**config.mk**
```make
export PLATFORM = sky130hd
export DESIGN_NAME = sc_intc
export DESIGN_NICKNAME = d
export VERILOG_FILES = /design/src/rtl/sc_intc_pkg.sv /design/src/rtl/sc_intc_maskreg.sv /design/src/rtl/sc_intc_pend.sv /design/src/rtl/sc_intc_pick.sv /design/src/rtl/sc_intc.sv
export SDC_FILE = /design/constraint.sdc
export NUM_CORES = 1
export LEC_CHECK = 0
export BUFFER_PORTS_ARGS = -buffer_cell sky130_fd_sc_hd__buf_4
export CAP_MARGIN = 20
export CORE_UTILIZATION = 38
export DETAILED_ROUTE_END_ITERATION = 8
export PLACE_DENSITY = 0.89
export SLEW_MARGIN = 5
export SYNTH_ARGS = -nofsm -noshare
export SYNTH_HDL_FRONTEND = slang
export SYNTH_SLANG_ARGS = --single-unit
```
**constraint.sdc**
```tcl
create_clock -name clk -period 2.01 [get_ports clk]
set_input_delay 0.3015 -clock clk [delete_from_list [all_inputs] [get_ports clk]]
set_output_delay 0.3015 -clock clk [all_outputs]
set_load 0.01 [all_outputs]
```
**src/rtl/sc_intc_pkg.sv**
```systemverilog
`timescale 1ns/1ps
package sc_intc_pkg;
  // Source controlled by bit b of mask register r.
  function automatic int src_of(input int r, input int b, input int rot, input int nsrc);
    return (b + r * rot) % nsrc;
  endfunction
endpackage

```
**src/rtl/sc_intc_maskreg.sv**
```systemverilog
`timescale 1ns/1ps
module sc_intc_maskreg #(
  parameter int REG_IDX = 0,
  parameter int REG_W   = 8,
  parameter int NUM_SRC = 8,
  parameter int SRC_ROT = 3,
  parameter logic [NUM_SRC-1:0] RSV_SRC = '0
) (
  input  logic             clk,
  input  logic             rst_n,
  input  logic             set_hit,
  input  logic             clr_hit,
  input  logic [REG_W-1:0] wdata,
  output logic [REG_W-1:0] q
);
  import sc_intc_pkg::*;

  function automatic logic [REG_W-1:0] calc_wmask();
    logic [REG_W-1:0] m;
    for (int b = 0; b < REG_W; b++)
      m[b] = !RSV_SRC[src_of(REG_IDX, b, SRC_ROT, NUM_SRC)];
    return m;
  endfunction

  localparam logic [REG_W-1:0] WMASK = calc_wmask();

  logic [REG_W-1:0] q_d;
  logic             q_en;
  logic [REG_W-1:0] wbits;

  assign wbits = wdata & WMASK;
  assign q_en  = set_hit | clr_hit;

  always_comb begin
    q_d = q;
    if (set_hit)      q_d = q | wbits;
    else if (clr_hit) q_d = q & ~wbits;
  end

  always_ff @(posedge clk or negedge rst_n) begin
    if (!rst_n)    q <= '0;
    else if (q_en) q <= q_d;
  end

  assert_set_or_R2: assert property (@(posedge clk) disable iff (!rst_n)
    set_hit |=> ((q & $past(wbits)) == $past(wbits)) && ((q & ~$past(wbits)) == ($past(q) & ~$past(wbits))));

  assert_clr_and_R3: assert property (@(posedge clk) disable iff (!rst_n)
    clr_hit |=> ((q & $past(wbits)) == '0) && ((q & ~$past(wbits)) == ($past(q) & ~$past(wbits))));

  assert_rsv_bits_zero_R10: assert property (@(posedge clk) disable iff (!rst_n)
    (q & ~WMASK) == '0);
endmodule

```
**src/rtl/sc_intc_pend.sv**
```systemverilog
`timescale 1ns/1ps
module sc_intc_pend #(
  parameter int NUM_SRC = 8,
  parameter int NUM_REG = 2,
  parameter int REG_W   = 8,
  parameter int SRC_ROT = 3,
  parameter logic [NUM_SRC-1:0] RSV_SRC = '0
) (
  input  logic                     clk,
  input  logic                     rst_n,
  input  logic [NUM_REG*REG_W-1:0] masks,
  input  logic [NUM_SRC-1:0]       src_in,
  output logic [NUM_SRC-1:0]       pend_q
);
  import sc_intc_pkg::*;

  logic [NUM_SRC-1:0] en_all;
  logic [NUM_SRC-1:0] pend_d;
  logic               pend_en;

  // A source is enabled when no bit tied to it is clear (set count == total count).
  always_comb begin
    en_all = '1;
    for (int s = 0; s < NUM_SRC; s++)
      for (int r = 0; r < NUM_REG; r++)
        for (int b = 0; b < REG_W; b++)
          if (src_of(r, b, SRC_ROT, NUM_SRC) == s && !masks[r*REG_W + b])
            en_all[s] = 1'b0;
  end

  assign pend_d  = src_in & en_all & ~RSV_SRC;
  assign pend_en = (pend_d != pend_q);

  always_ff @(posedge clk or negedge rst_n) begin
    if (!rst_n)       pend_q <= '0;
    else if (pend_en) pend_q <= pend_d;
  end

  generate
    for (genvar s = 0; s < NUM_SRC; s++) begin : g_chk
      assert_pend_needs_input_R6: assert property (@(posedge clk) disable iff (!rst_n)
        pend_q[s] |-> $past(src_in[s]));
      if (RSV_SRC[s]) begin : g_rsv
        assert_rsv_never_pend_R10: assert property (@(posedge clk) disable iff (!rst_n)
          !pend_q[s]);
      end
    end
  endgenerate
endmodule

```
**src/rtl/sc_intc_pick.sv**
```systemverilog
`timescale 1ns/1ps
module sc_intc_pick #(
  parameter int NUM_SRC  = 8,
  parameter int VEC_W    = 12,
  parameter int VEC_BASE = 'h200,
  parameter int VEC_STEP = 'h20
) (
  input  logic               clk,
  input  logic               rst_n,
  input  logic [NUM_SRC-1:0] pend,
  input  logic [3:0]         imask,
  output logic               irq,
  output logic [VEC_W-1:0]   vec,
  output logic               vec_valid
);
  int   win_idx;
  logic any_pend;
  logic masked;

  always_comb begin
    win_idx = 0;
    for (int i = NUM_SRC - 1; i >= 0; i--)
      if (pend[i]) win_idx = i;
  end

  assign any_pend  = |pend;
  assign masked    = (imask == 4'hF);
  assign irq       = any_pend;
  assign vec_valid = any_pend && !masked;
  assign vec       = vec_valid ? VEC_W'(VEC_BASE + win_idx * VEC_STEP) : '0;

  assert_vec_needs_irq_R7: assert property (@(posedge clk) disable iff (!rst_n)
    vec_valid |-> irq);

  assert_masked_no_vec_R9: assert property (@(posedge clk) disable iff (!rst_n)
    (imask == 4'hF) |-> (!vec_valid && vec == '0));
endmodule

```
**src/rtl/sc_intc.sv**
```systemverilog
`timescale 1ns/1ps
module sc_intc #(
  parameter int ADDR_W   = 32,
  parameter int DATA_W   = 32,
  parameter int DEC_W    = 29,
  parameter int NUM_SRC  = 8,
  parameter int NUM_REG  = 2,
  parameter int REG_W    = 8,
  parameter int SRC_ROT  = 3,
  parameter logic [NUM_SRC-1:0] RSV_SRC = 8'h80,
  parameter logic [31:0] REG_BASE = 32'h0000_0040,
  parameter int VEC_W    = 12,
  parameter int VEC_BASE = 'h200,
  parameter int VEC_STEP = 'h20
) (
  input  logic               clk,
  input  logic               rst_n,
  input  logic [ADDR_W-1:0]  bus_addr,
  input  logic               bus_we,
  input  logic [DATA_W-1:0]  bus_wdata,
  output logic [DATA_W-1:0]  bus_rdata,
  input  logic [NUM_SRC-1:0] src_in,
  input  logic [3:0]         cpu_imask,
  output logic               cpu_irq,
  output logic [VEC_W-1:0]   cpu_vec,
  output logic               cpu_vec_valid
);
  localparam int REG_STRIDE = 8;
  localparam int CLR_OFS    = 4;

  // Reset: asynchronous assertion, synchronous release.
  logic [1:0] rst_sync;
  logic       rst_sn;
  always_ff @(posedge clk or negedge rst_n) begin
    if (!rst_n) rst_sync <= 2'b00;
    else        rst_sync <= {rst_sync[0], 1'b1};
  end
  assign rst_sn = rst_sync[1];

  logic [DEC_W-1:0]         dec_addr;
  logic                     unused_bus_bits;
  logic [NUM_REG-1:0]       set_match, clr_match;
  logic [NUM_REG*REG_W-1:0] masks;
  logic [NUM_SRC-1:0]       pend_q;

  assign dec_addr        = bus_addr[DEC_W-1:0];
  assign unused_bus_bits = ^{bus_addr[ADDR_W-1:DEC_W], bus_wdata[DATA_W-1:REG_W]};

  generate
    for (genvar r = 0; r < NUM_REG; r++) begin : g_reg
      assign set_match[r] = (dec_addr == DEC_W'(REG_BASE + 32'(r * REG_STRIDE)));
      assign clr_match[r] = (dec_addr == DEC_W'(REG_BASE + 32'(r * REG_STRIDE + CLR_OFS)));

      sc_intc_maskreg #(
        .REG_IDX(r), .REG_W(REG_W), .NUM_SRC(NUM_SRC),
        .SRC_ROT(SRC_ROT), .RSV_SRC(RSV_SRC)
      ) mreg_i (
        .clk    (clk),
        .rst_n  (rst_sn),
        .set_hit(bus_we && set_match[r]),
        .clr_hit(bus_we && clr_match[r]),
        .wdata  (bus_wdata[REG_W-1:0]),
        .q      (masks[r*REG_W +: REG_W])
      );
    end
  endgenerate

  always_comb begin
    bus_rdata = '0;
    for (int r = 0; r < NUM_REG; r++)
      if (set_match[r] || clr_match[r])
        bus_rdata[REG_W-1:0] = masks[r*REG_W +: REG_W];
  end

  sc_intc_pend #(
    .NUM_SRC(NUM_SRC), .NUM_REG(NUM_REG), .REG_W(REG_W),
    .SRC_ROT(SRC_ROT), .RSV_SRC(RSV_SRC)
  ) pend_i (
    .clk   (clk),
    .rst_n (rst_sn),
    .masks (masks),
    .src_in(src_in),
    .pend_q(pend_q)
  );

  sc_intc_pick #(
    .NUM_SRC(NUM_SRC), .VEC_W(VEC_W), .VEC_BASE(VEC_BASE), .VEC_STEP(VEC_STEP)
  ) pick_i (
    .clk      (clk),
    .rst_n    (rst_sn),
    .pend     (pend_q),
    .imask    (cpu_imask),
    .irq      (cpu_irq),
    .vec      (cpu_vec),
    .vec_valid(cpu_vec_valid)
  );

  // set and clear windows of one register can never both match.
  assert_one_window_R4: assert property (@(posedge clk) disable iff (!rst_sn)
    $onehot0({set_match, clr_match}));
endmodule

```
==> results.txt, run 1 <==
Syn avg cell area = 9.35 um2
Layout cells sized above 1 = 0.345
Hold path startpoint = src_in[4]
WP data required = 1710 ps
# rows = 22
RSZ-0062 raised after global routing = true
Critical path class = flop to output port
Layout Nets = 300
DIE HEIGHT = 64.0 um
Top_reg_cell synth = dfrtp_1
Final HPWL DP = 2360 um
Setup tns final = -1040 ps
Drt pass-1 iters = 4
Crit path time final = 2230 ps
Initial Utilization = 0.398
Ports = 125
Yosys cell types = 25
Total GRT Usage = 0.161
Slew @ Worst Pin = 824 ps
Hold WS = 276 ps
Most used cell, CP = or4_4
# clock sinks = 23
Post-synthesis sequential area ratio = 0.395
Syn Inst Count = 156
Outcome = finished with violations
Placer Congestion = 0.823
Maximum VDD drop = 219 uV
P_leak = 1.12 nW
Die area = 4090 um2
CTS root buf = clkbuf_8
CP max FO = 3
FMAX = 449 MHz
Remaining antenna violation count after routing = 0
R2r worst-path depth = 0
Max cap viols = 0
Remaining routing DRC violations = 0
Clock H-tree levels = 1
Slowest stage cell, crit path = or4_4
Die width = 64.0 um
Period utilisation layout = 1.11
CTS max path bufs = 2
Port bufs = 64
Number of instances in the placed design = 261
Total power = 927 uW
Mapped Area = 1460 um2
PwrDens = 480 nW/um2
Clock skew = 1.41 ps
Largest stage delay on the critical path = 540 ps
Flop and latch count out of synthesis = 23
Final WL = 3020 um
Critical Path Sink = cpu_vec[6]
Area grow syn2layout = 32.3%
CTS tree = built
Final worst slack = -217 ps
Starting DRC count in detailed routing = 13
Layout Utilization = 0.527
Synth warnings = 0
Grt total ovfl = 0
Final setup violation count = 5
Slew Limit Headroom = 0.450
Vias in the first global route = 1144
Largest net degree at the start of global routing = 22
Routed vias = 1243
Worst reg2reg setup slack = 1150 ps
Worst-Skew Late Latency = 270 ps
Fin cells = 268
First-pass GRT wire length = 4910 um
Fin. Hold Viols = 0
FF-to-FF Start = rst_sync[1]
Critical path origin = pend_i.pend_q[1]
Core Region = 3660 um2
Hold crit path type = primary input to flop
Antenna violations before repair = 0
Worst Path Arrival = 1930 ps
Clock transition at the registers of the reported paths = 80 ps
WL/cell = 11.3 um
Critical path, cell by cell = or4_4 -> or4_4 -> nand2_4 -> nor4_1 -> buf_4
Filler cells = 344
Via density per instance = 4.64
Pins over their slew limit = 0
EDFF count, synth = 0
CP Launch Type = flop
CTS Buf Count = 3
Diodes inserted = 0
Worst setup EP type = output port
Async set or reset register ratio after synthesis = 1.00
Violated checks = negative setup slack
## worst max-delay path: cells and delay by family, from the launching register on
kind / cells / cell delay, ps
simple gates: 4 / 1130
flops: 1 / 390
buf+inv: 1 / 140
## Yosys cell counts, drive strengths merged (3+ instances only)
master,instances,area share
nand2,3,0.011
dfrtp,23,0.39
inv,16,0.041
buf,38,0.19
mux2i,20,0.14
nor4,6,0.026
nor2,9,0.023
nand4,15,0.069
and3,8,0.034
nor3,4,0.014
## per-layer routing
metal  vias up  share of wire  track usage
met2        81           0.52        0.287
met3         5          0.097       0.0393
met4         0          0.019       0.0767
met1       562           0.37        0.177
met5         -              0            0
li1        595              -            -
## area by class of cell
class / instances / area [um2] / share of cell area
inverters: 16 / 60.1 / 0.0311
repair buffers: 69 / 524 / 0.272
clock buffers: 4 / 45.0 / 0.0233
flip-flops and latches: 23 / 576 / 0.298
multi-input cells: 108 / 666 / 0.345
well taps: 48 / 60.1 / 0.0311
## power by group
group          internal, mW  switching [mW]
Combinational        0.0841          0.0681
Sequential            0.471          0.0137
Clock                 0.142           0.148
Total                 0.697           0.230
## cells in the final DEF (no fill, tap or decap), drive strengths merged, types with 2 or more instances in the layout
cell type / netlist / final
mux2i: 20 / 20
nor3: 4 / 4
nor4: 6 / 6
buf: 38 / 68
nand4: 15 / 15
and3: 8 / 8
inv: 16 / 16
nor2: 9 / 9
or4: 2 / 2
dfrtp: 23 / 23
nand2: 3 / 3
conb: 2 / 33
clkbuf: 2 / 4
## stage by stage
stage / setup WS, ps / instance area [um2]
final: -217 / 1930
after global routing: -268 / 1930
after CTS: -231 / 1920
after detailed placement: 40.2 / 1850
after global placement: 65.5 / 1850
after floorplan: 54.0 / 1580
## worst min path at each step
stage	to	slack [ps]	cells after the start
final	pend_i.pend_q[4]	280	2
after global routing	pend_i.pend_q[4]	280	2
after CTS	pend_i.pend_q[4]	270	2
after detailed placement	rst_sync[1]	80	1
after global placement	rst_sync[0]	80	1
after floorplan	rst_sync[0]	6	0
## logic make-up (layout without fill, tap and decap cells)
logic type	count (synthesis)	count (layout)	synth area share
multiplexers	20	20	0.137
flip-flops	23	23	0.395
AND/OR/NAND/NOR	53	53	0.220
other	2	33	0.00515
AO/OA/AOI/OAI	2	2	0.00857
buffers and inverters	56	89	0.235
## timing repair
| item | in CTS | in global routing |
|---|---|---|
| resized for setup | 2 | 1 |
| endpoints found under the setup margin | 5 | 5 |
| buffers inserted | 1 | 1 |
| hold buffers | 1 | 0 |
| endpoints found under the hold margin | 2 | 0 |
Note: power is estimated with default switching activity, not from simulation.
==> inputs of run 2 (changes only) <==
--- a/config.mk
+++ b/config.mk
@@ -9,6 +9,7 @@
 export CAP_MARGIN = 20
 export CORE_UTILIZATION = 38
 export DETAILED_ROUTE_END_ITERATION = 8
+export GPL_TIMING_DRIVEN = 0
 export PLACE_DENSITY = 0.89
 export SLEW_MARGIN = 5
 export SYNTH_ARGS = -nofsm -noshare
==> results.txt, run 2 (synthesis gave the netlist of run 1 again) <==
Die width = 64.0 um
CTS Buf Count = 3
Violated checks = negative setup slack
RSZ-0062 raised after global routing = true
Filler cells = 339
DIE HEIGHT = 64.0 um
Most common cell after layout, fill and taps aside = buf_4
Clock power share = 0.294
Outcome = finished with violations
Final worst slack = -315 ps
Grt total ovfl = 0
Remaining routing DRC violations = 0
Pre-CTS setup slack = -58.7 ps
Final WL = 3320 um
Setup tns final = -1260 ps
Crit path time final = 2320 ps
CTS max path bufs = 2
Seq pwr share = 0.491
Initial Utilization = 0.398
Diodes inserted = 0
PwrDens = 437 nW/um2
Worst Path Arrival = 2020 ps
FMAX = 430 MHz
WP data required = 1710 ps
Final HPWL DP = 2640 um
Hold crit path type = primary input to flop
Total GRT Usage = 0.170
Routed vias = 1343
Critical path class = flop to output port
Register area = 576 um2
Final setup violation count = 5
Clock H-tree levels = 1
Critical path, cell by cell = or4_4 -> or4_4 -> nand2_4 -> buf_4 -> nor3_2 -> buf_4
Slew Limit Headroom = 0.435
Comb pwr share = 0.215
Slew @ Worst Pin = 847 ps
Via density per instance = 4.39
Starting DRC count in detailed routing = 33
Period utilisation layout = 1.16
P_leak = 1.35 nW
WL/cell = 10.8 um
Layout cells sized above 1 = 0.465
Pins over their slew limit = 0
Internal power = 740 uW
Fin. Hold Viols = 0
Maximum VDD drop = 169 uV
Commonest non-fill, non-tap cells in the layout = buf_4, conb_1, dfrtp_1, mux2i_1, inv_1
Worst setup EP type = output port
CP Launch Type = flop
First-pass GRT wire length = 5280 um
Max cap viols = 0
CTS root buf = clkbuf_8
Vias in the first global route = 1275
CP max FO = 3
Layout Nets = 338
Slowest stage cell, crit path = or4_4
Multi-input logic area = 706 um2
Remaining antenna violation count after routing = 0
CTS tree = built
Ports = 125
NetSw = 248 uW
Clock skew = 1.21 ps
Largest net degree at the start of global routing = 22
# rows = 22
Switching part of the total power = 0.251
Drt pass-1 iters = 4
Antenna violations before repair = 0
Clock transition at the registers of the reported paths = 80 ps
Core Region = 3660 um2
Placer Congestion = 0.809
Hold path depth = 2
Largest stage delay on the critical path = 550 ps
Die area = 4090 um2
Port bufs = 63
R2r worst-path depth = 0
# clock sinks = 23
Area grow syn2layout = 55.1%
Worst-Skew Late Latency = 270 ps
run 2: changes by cell type in the layout (fill, tap and decap cells not counted), sizes merged:
cell | previous run | this run
buf | 68 | 103
clkbuf | 4 | 6
clkinv | 0 | 1
run 2: final timing paths:
| check | to | slack [ps] | from |
|---|---|---|---|
| worst max register to register | asynchronous set/reset pin | 1130 | rst_sync[1] |
| worst max-delay path | cpu_vec[5] | -310 | pend_i.pend_q[1] |
| worst min-delay path | flop | 230 | bus_addr[2] |
| min in group asynchronous | rst_sync[1] | 350 | rst_n |
| max in group asynchronous | asynchronous set/reset pin | 1130 | rst_sync[1] |
| worst min register to register | pend_i.pend_q[2] | 360 | rst_sync[1] |
run 2: worst max-delay path, delay by kind of cell, from the launching register on:
| kind | cells | cell delay (ps) |
|---|---|---|
| DFF | 1 | 400 |
| buffers and inverters | 2 | 240 |
| and+or+nand+nor | 4 | 1120 |
run 2: area by class of cell:
class                           count  share of cell area
Multi-Input combinational cell    108               0.312
Buffer                             39               0.128
Sequential cell                    23               0.254
Inverter                           16              0.0265
Clock inverter                      1             0.00221
Clock buffer                        3              0.0183
Tap cell                           48              0.0265
Timing Repair Buffer               68               0.232
run 2: what timing repair did:
item,4_1_cts,5_1_grt
pin swaps,1,1
endpoints found under the setup margin,7,13
buffers inserted,4,0
hold buffers,1,0
gates resized for setup,7,10
hold endpoints to repair,2,0
run 2: power groups by stage:
| stage | combinational (mW) | clock [mW] | sequential (mW) |
|---|---|---|---|
| after CTS | 0.206 | 0.299 | 0.486 |
| final | 0.212 | 0.290 | 0.486 |
| after floorplan | 0.105 | 0 | 0.491 |
| after global routing | 0.228 | 0.317 | 0.489 |
| after detailed placement | 0.196 | 0 | 0.495 |
| after global placement | 0.194 | 0 | 0.494 |
run 2: routing by layer:
layer | global-route usage | wire length, um
met1 | 0.166 | 1200
met5 | 0 | 0
met3 | 0.0500 | 381
met2 | 0.323 | 1680
met4 | 0.0767 | 51
run 2: metrics by stage:
stage / hold WS, ps / util / cells / area [um2] / total power, mW
after floorplan: 5.91 / - / 187 / 1580 / 0.596
after global placement: 83.7 / 0.576 / 298 / 2110 / 0.688
after detailed placement: 84.2 / 0.576 / 298 / 2110 / 0.692
after CTS: 231 / 0.607 / 307 / 2220 / 0.991
after global routing: 234 / 0.618 / 306 / 2260 / 1.03
final: 232 / 0.618 / 306 / 2260 / 0.988
